File: config.mk
export PLATFORM = sky130hd
export DESIGN_NAME = adc_sif
export DESIGN_NICKNAME = d
export VERILOG_FILES = /design/src/rtl/adc_sif_pkg.sv /design/src/rtl/adc_sif_cfg.sv /design/src/rtl/adc_sif_sdo.sv /design/src/rtl/adc_sif_pwr.sv /design/src/rtl/adc_sif.sv
export SDC_FILE = /design/constraint.sdc
export NUM_CORES = 1
export LEC_CHECK = 0
export ABC_AREA = 1
export BUFFER_PORTS_ARGS = -buffer_cell sky130_fd_sc_hd__buf_2
export CORE_MARGIN = 1.5
export CORE_UTILIZATION = 30
export DETAILED_ROUTE_END_ITERATION = 10
export MAX_ROUTING_LAYER = met4
export REMOVE_ABC_BUFFERS = 1
export SYNTH_ARGS = -nofsm -noshare
export SYNTH_HDL_FRONTEND = slang
export SYNTH_HIERARCHICAL = 1
export SYNTH_SLANG_ARGS = --single-unit
File: constraint.sdc
create_clock -name clk -period 2.1 [get_ports clk]
set_input_delay 0.21 -clock clk [delete_from_list [all_inputs] [get_ports clk]]
set_output_delay 0.21 -clock clk [all_outputs]
set_load 0.01 [all_outputs]
File: src/rtl/adc_sif_pkg.sv
package adc_sif_pkg;
  localparam int CFG_W  = 16;
  localparam int RB_W   = 9;
  localparam int CH_W   = 3;
  localparam int MODE_W = 2;
  localparam logic [1:0] LOAD_KEY  = 2'b11;
  localparam logic [1:0] MODE_FULL = 2'b01;
  localparam logic [1:0] MODE_DOWN = 2'b00;

  typedef enum logic [1:0] {PW_ON, PW_LOW, PW_WAKE} pw_state_t;

  // readback field: key, channel, mode, zero, readback enable
  function automatic logic [RB_W-1:0] rb_word(logic [CH_W-1:0] ch,
                                              logic [MODE_W-1:0] md,
                                              logic rb);
    return {LOAD_KEY, ch, md, 1'b0, rb};
  endfunction
endpackage

File: src/rtl/adc_sif_cfg.sv
module adc_sif_cfg
  import adc_sif_pkg::*;
#(
  parameter bit DIFF = 1'b0
) (
  input  logic              clk,
  input  logic              rst_n,
  input  logic              xfer_start,
  input  logic              xfer_en,
  input  logic              bit_rise,
  input  logic              sdi,
  output logic [CH_W-1:0]   chan,
  output logic [MODE_W-1:0] mode,
  output logic              rb_en
);
  localparam int CNT_W  = $clog2(CFG_W + 1);
  localparam int CH_LO  = CFG_W - 5;
  localparam int MD_LO  = CFG_W - 7;
  localparam int RB_POS = CFG_W - 9;

  logic [CFG_W-2:0]  sr;
  logic [CNT_W-1:0]  rcnt;
  logic [CFG_W-1:0]  word;
  logic              take, load_try, key_ok;
  logic [CH_W-1:0]   ch_next;

  assign word     = {sr, sdi};
  assign take     = bit_rise && xfer_en && (rcnt < CNT_W'(CFG_W));
  assign load_try = take && (rcnt == CNT_W'(CFG_W - 1));
  assign key_ok   = (word[CFG_W-1:CFG_W-2] == LOAD_KEY);

  generate
    if (DIFF) begin : g_diff
      assign ch_next = {1'b0, word[CH_LO+1:CH_LO]};
    end else begin : g_se
      assign ch_next = word[CH_LO+2:CH_LO];
    end
  endgenerate

  always_ff @(posedge clk or negedge rst_n) begin
    if (!rst_n) begin
      sr    <= '0;
      rcnt  <= '0;
      chan  <= '0;
      mode  <= MODE_FULL;
      rb_en <= 1'b0;
    end else if (xfer_start) begin
      rcnt <= '0;
    end else if (take) begin
      sr   <= word[CFG_W-2:0];
      rcnt <= rcnt + 1'b1;
      if (load_try && key_ok) begin
        chan  <= ch_next;
        mode  <= word[MD_LO+1:MD_LO];
        rb_en <= word[RB_POS];
      end
    end
  end

  // a word without the load key keeps every setting
  a_r3_no_key_hold: assert property (@(posedge clk) disable iff (!rst_n)
    (load_try && !key_ok) |=> ($stable(chan) && $stable(mode) && $stable(rb_en)));

  // differential variant never selects an upper channel
  a_r4_diff_chan: assert property (@(posedge clk) disable iff (!rst_n)
    DIFF |-> !chan[CH_W-1]);
endmodule

File: src/rtl/adc_sif_sdo.sv
module adc_sif_sdo
  import adc_sif_pkg::*;
#(
  parameter int RES_W = 12,
  parameter bit DIFF  = 1'b0
) (
  input  logic             clk,
  input  logic             rst_n,
  input  logic             xfer_start,
  input  logic             xfer_en,
  input  logic             bit_fall,
  input  logic             conv_done,
  input  logic [RES_W-1:0] conv_data,
  input  logic             rb_en,
  input  logic [RB_W-1:0]  rb_bits,
  output logic             sdo,
  output logic             sdo_oe,
  output logic             tx_last
);
  localparam int SH_W     = RES_W + RB_W;
  localparam int FL_W     = $clog2(SH_W + 1);
  localparam int FR_SHORT = CFG_W;
  localparam int FR_LONG  = SH_W;

  // offset binary from the core -> output coding of this variant
  function automatic logic [RES_W-1:0] code_fmt(logic [RES_W-1:0] c);
    return DIFF ? {~c[RES_W-1], c[RES_W-2:0]} : c;
  endfunction

  logic [RES_W-1:0] res_q;
  logic [SH_W-1:0]  sh;
  logic [FL_W-1:0]  tcnt, flen;
  logic             active, oe;

  assign tx_last = bit_fall && active && (tcnt == flen - FL_W'(1));
  assign sdo     = active ? sh[SH_W-1] : 1'b0;
  assign sdo_oe  = oe;

  always_ff @(posedge clk or negedge rst_n) begin
    if (!rst_n) begin
      res_q  <= '0;
      sh     <= '0;
      tcnt   <= '0;
      flen   <= FL_W'(FR_SHORT);
      active <= 1'b0;
      oe     <= 1'b0;
    end else begin
      if (conv_done) res_q <= conv_data;
      if (xfer_start) begin
        sh     <= {code_fmt(res_q), rb_en ? rb_bits : {RB_W{1'b0}}};
        flen   <= rb_en ? FL_W'(FR_LONG) : FL_W'(FR_SHORT);
        tcnt   <= '0;
        active <= 1'b1;
        oe     <= 1'b1;
      end else if (active && !xfer_en) begin
        active <= 1'b0;
        oe     <= 1'b0;
      end else if (tx_last) begin
        active <= 1'b0;
        oe     <= 1'b0;
      end else if (active && bit_fall) begin
        sh   <= sh << 1;
        tcnt <= tcnt + 1'b1;
      end else if (!active && conv_done) begin
        oe <= 1'b1;
      end
    end
  end

  // completion shows as a driven low level
  a_r5_done_low: assert property (@(posedge clk) disable iff (!rst_n)
    (conv_done && !active && !xfer_start) |=> (sdo_oe && !sdo));

  // last pulse of a frame releases the output
  a_r8_release: assert property (@(posedge clk) disable iff (!rst_n)
    tx_last |=> !sdo_oe);
endmodule

File: src/rtl/adc_sif_pwr.sv
module adc_sif_pwr
  import adc_sif_pkg::*;
#(
  parameter int PD_CYC = 30000,
  parameter int SL_CYC = 420
) (
  input  logic              clk,
  input  logic              rst_n,
  input  logic              conv_done,
  input  logic              acq_start,
  input  logic [MODE_W-1:0] mode,
  output logic              ready,
  output logic              low
);
  localparam int MAXC  = (PD_CYC > SL_CYC) ? PD_CYC : SL_CYC;
  localparam int CNT_W = $clog2(MAXC + 1);

  pw_state_t        state;
  logic [CNT_W-1:0] cnt;
  logic             deep;

  assign ready = (state == PW_ON);
  assign low   = (state == PW_LOW);

  always_ff @(posedge clk or negedge rst_n) begin
    if (!rst_n) begin
      state <= PW_ON;
      cnt   <= '0;
      deep  <= 1'b0;
    end else begin
      unique case (state)
        PW_ON: if (conv_done && mode != MODE_FULL) begin
          state <= PW_LOW;
          deep  <= (mode == MODE_DOWN);
        end
        PW_LOW: if (acq_start) begin
          state <= PW_WAKE;
          cnt   <= deep ? CNT_W'(PD_CYC - 1) : CNT_W'(SL_CYC - 1);
        end
        PW_WAKE: if (cnt == '0) state <= PW_ON;
                 else cnt <= cnt - 1'b1;
        default: state <= PW_ON;
      endcase
    end
  end

  // a low-power mode takes effect at the end of a conversion
  a_r9_enter_low: assert property (@(posedge clk) disable iff (!rst_n)
    (ready && conv_done && mode != MODE_FULL) |=> (low && !ready));

  // waking is never immediate
  a_r10_wake_delay: assert property (@(posedge clk) disable iff (!rst_n)
    (low && acq_start) |=> !ready);
endmodule

File: src/rtl/adc_sif.sv
module adc_sif
  import adc_sif_pkg::*;
#(
  parameter int RES_W  = 12,
  parameter bit DIFF   = 1'b0,
  parameter int PD_CYC = 30000,
  parameter int SL_CYC = 420
) (
  input  logic             clk,
  input  logic             rst_n,
  input  logic             sclk,
  input  logic             sdi,
  input  logic             xfer_en,
  input  logic             conv_done,
  input  logic [RES_W-1:0] conv_data,
  input  logic             acq_start,
  output logic             sdo,
  output logic             sdo_oe,
  output logic [2:0]       chan_sel,
  output logic [1:0]       pwr_mode,
  output logic             pwr_ready,
  output logic             pwr_low
);
  logic sclk_d, xfer_d;
  logic bit_rise, bit_fall, xfer_start, tx_last;
  logic [CH_W-1:0]   chan;
  logic [MODE_W-1:0] mode;
  logic              rb_en;
  logic [RB_W-1:0]   rb_bits;

  always_ff @(posedge clk or negedge rst_n) begin
    if (!rst_n) begin
      sclk_d <= 1'b0;
      xfer_d <= 1'b0;
    end else begin
      sclk_d <= sclk;
      xfer_d <= xfer_en;
    end
  end

  assign bit_rise   = sclk && !sclk_d;
  assign bit_fall   = !sclk && sclk_d;
  assign xfer_start = xfer_en && !xfer_d;
  assign rb_bits    = rb_word(chan, mode, rb_en);

  adc_sif_cfg #(.DIFF(DIFF)) u_cfg (
    .clk(clk), .rst_n(rst_n), .xfer_start(xfer_start), .xfer_en(xfer_en),
    .bit_rise(bit_rise), .sdi(sdi), .chan(chan), .mode(mode), .rb_en(rb_en)
  );

  adc_sif_sdo #(.RES_W(RES_W), .DIFF(DIFF)) u_sdo (
    .clk(clk), .rst_n(rst_n), .xfer_start(xfer_start), .xfer_en(xfer_en),
    .bit_fall(bit_fall), .conv_done(conv_done), .conv_data(conv_data),
    .rb_en(rb_en), .rb_bits(rb_bits), .sdo(sdo), .sdo_oe(sdo_oe),
    .tx_last(tx_last)
  );

  adc_sif_pwr #(.PD_CYC(PD_CYC), .SL_CYC(SL_CYC)) u_pwr (
    .clk(clk), .rst_n(rst_n), .conv_done(conv_done), .acq_start(acq_start),
    .mode(mode), .ready(pwr_ready), .low(pwr_low)
  );

  assign chan_sel = chan;
  assign pwr_mode = mode;

  // a loaded word is never accepted outside a frame
  a_r2_frame_only: assert property (@(posedge clk) disable iff (!rst_n)
    !xfer_en |=> ($stable(chan_sel) && $stable(pwr_mode)));
endmodule

==> metrics.md <==
| Metric | Value |
|---|---|
| Vias | `3419` |
| I/O pin count | `28` |
| Fin crit share | `79.00%` |
| Skew-Pair Late Insertion Delay | `330 ps` |
| Slew headroom | `66.17%` |
| Fin util | `35.36%` |
| Port Buf Inserts | `27` |
| GPL Wtd Cong | `0.9219` |
| Postcts setup bufs | `0` |
| Clock Skew | `5.048 ps` |
| Most frequent cells in the layout | `nand2_1, dfrtp_1, nand3_1` |
| Met2 WL | `4056 um` |
| Initial antenna violation count | `0` |
| Largest stage delay, worst path | `380 ps` |
| Largest net degree at the start of global routing | `66` |
| R2R Setup Slk | `440 ps` |
| Hold slack | `50.73 ps` |
| Synth Instances | `541` |
| Cell Pwr Density | `935.9 nW/um^2` |
| Core area | `14040 um^2` |
| Commonest non-fill, non-tap cell in the layout | `nand2_1` |
| First drt pass iteration count | `4` |
| Die height | `123.6 um` |
| Worst Path Max Fanout | `16` |
| WS Path Type | `reg -> reg` |
| Synthesized cell area | `4363 um^2` |
| Clk slew on worst S/H paths | `60 ps` |
| Clk sinks | `87` |
| Final hold vios | `0` |
| Total CTS buffers | `9` |
| Critical path required time | `2310 ps` |
| Filler instances | `1471` |
| Initial DRC count | `234` |
| Reg area | `2178 um^2` |
| Area after DPL | `4644 um^2` |
| Uppermost routed layer | `met4` |
| First-pass GRT wire length | `15150 um` |
| Root Buffer | `clkbuf_16` |
| Leak pwr | `0.002542 uW` |
| Final Non-Filler Cells | `752` |
| Crit path cell chain | `inv_1 -> ha_1 -> nand2_2 -> nor2_4 -> nand2_2 -> nand2_4 -> nand2_4 -> inv_2 -> o21ai_0` |
| Fin Setup TNS | `0 ps` |
| Max-cap violation count | `0` |
| Detailed-route vias per instance | `4.547` |
| H-tree depth | `3` |
| Area growth, synth to finish | `13.79%` |
| HPWL after DPL | `5642 um` |
| Status | `finished clean` |
| Clk buf depth | `2` |
| Cell family with most CP delay | `simple AND/OR/NAND/NOR gates` |
| FMAX | `602.8 MHz` |
| Global route overflow | `0` |
| Die outline area | `15280 um^2` |
| GRT Overall Usage | `12.83%` |
| Number of global-route vias before repair | `3273` |
| M1 WL | `4143 um` |
| Final net count | `590` |
| Post-route ant nets | `0` |
| Post-Layout Inst Area | `4965 um^2` |
| Critical-path top delay cell | `dfrtp_1` |
| Routed length per placed instance | `11.41 um` |
| Die outline width | `123.6 um` |
| Layout cells sized above 1 | `13.81%` |
| Routed wl met3 | `267 um` |
| Worst Hold Class | `in -> reg` |
| Footprint of the multi-input gates | `1857 um^2` |
| Antenna diodes | `0` |
| RSZ-0062 raised after global routing | `false` |
| Startpoint Class | `register` |
| CTS tree | `done` |
| Final setup viols | `0` |
| Inst Count DP | `734` |
| Slew at the pin closest to its max-slew limit | `507.4 ps` |
| Post-cts sizing count | `0` |
| Ys Warns | `6` |
| Fin. max-slew vios | `0` |
| Initial Util | `31.07%` |
| Worst IR Drop VDD | `0.3933 mV` |
| Synthesized area per cell | `8.065 um^2` |
| # rows | `43` |
| Post-layout min period | `1659 ps` |
| Critical Path End Type | `register` |
| WL final | `8581 um` |
| CP bufs+invs | `2` |
| CP Data Arrival Time | `1870 ps` |
| Remaining DRCs | `0` |
[flip-flops by register name, indices dropped and copies added, names as in the netlist]
name	cells
u_cfg/rcnt	5
u_pwr/cnt	15
u_sdo/sdo_oe	1
u_cfg/mode	2
u_cfg/sr	15
u_sdo/flen	1
u_cfg/rb_en	1
u_cfg/chan	3
sclk_d	1
u_pwr/state	2
u_pwr/deep	1
xfer_d	1
u_sdo/sh	21
u_sdo/res_q	12
u_sdo/tcnt	5
u_sdo/active	1
[final timing paths]
| check | end | cells past startpoint | from |
|---|---|---|---|
| max | u_pwr/cnt[9]$_DFFE_PN0P_ | 9 | u_pwr/cnt[0]$_DFFE_PN0P_ |
| min | xfer_d$_DFF_PN0_ | 1 | xfer_en |
| max reg2reg | u_pwr/cnt[9]$_DFFE_PN0P_ | 9 | u_pwr/cnt[0]$_DFFE_PN0P_ |
| min reg2reg | u_cfg/sr[1]$_DFFE_PN0P_ | 2 | u_cfg/sr[0]$_DFFE_PN0P_ |
| max in group asynchronous | u_sdo/sh[5]$_DFFE_PN0P_ | 3 | rst_n |
| min in group asynchronous | u_pwr/cnt[14]$_DFFE_PN0P_ | 2 | rst_n |
[layer usage]
layer / vias to the layer above / GRT usage [%]
met1: 1605 / 16.37
li1: 1765 / -
met5: - / -
met4: 0 / 5.029
met2: 42 / 20.27
met3: 7 / 2.381
[through the flow]
stage                     total power [uW]  setup WS (ps)
after global routing                  4951          268.0
after CTS                             4704          446.5
final                                 4646          441.1
after detailed placement              3070          456.7
after floorplan                       2780          71.49
after global placement                3047          542.8
[what timing repair did]
action                                  4_1_cts  5_1_grt
endpoints found under the setup margin        0        0
hold buffers                                  2        0
endpoints found under the hold margin        37        0
[layout make-up]
type | count | area share (%)
well taps | 180 | 4.536
clock buffers | 11 | 4.889
flip-flops and latches | 87 | 43.88
inverters | 51 | 3.856
clock inverters | 5 | 1.159
repair buffers | 33 | 4.284
multi-input cells | 385 | 37.40
[worst reg2reg max path: cells and delay by family, from the launching register on]
kind | cells | cell delay (ps)
compound gates | 1 | 100
simple gates | 5 | 580
fa+ha+maj | 1 | 220
buf+inv | 2 | 270
flops | 1 | 380
[power by group]
group	total, uW	internal (uW)	leakage [uW]	switching [uW]
clock network	1590	952	0.000138	642
registers	2080	1900	0.00112	177
logic	971	329	0.00129	641
Power figures use the tool's default switching activity.
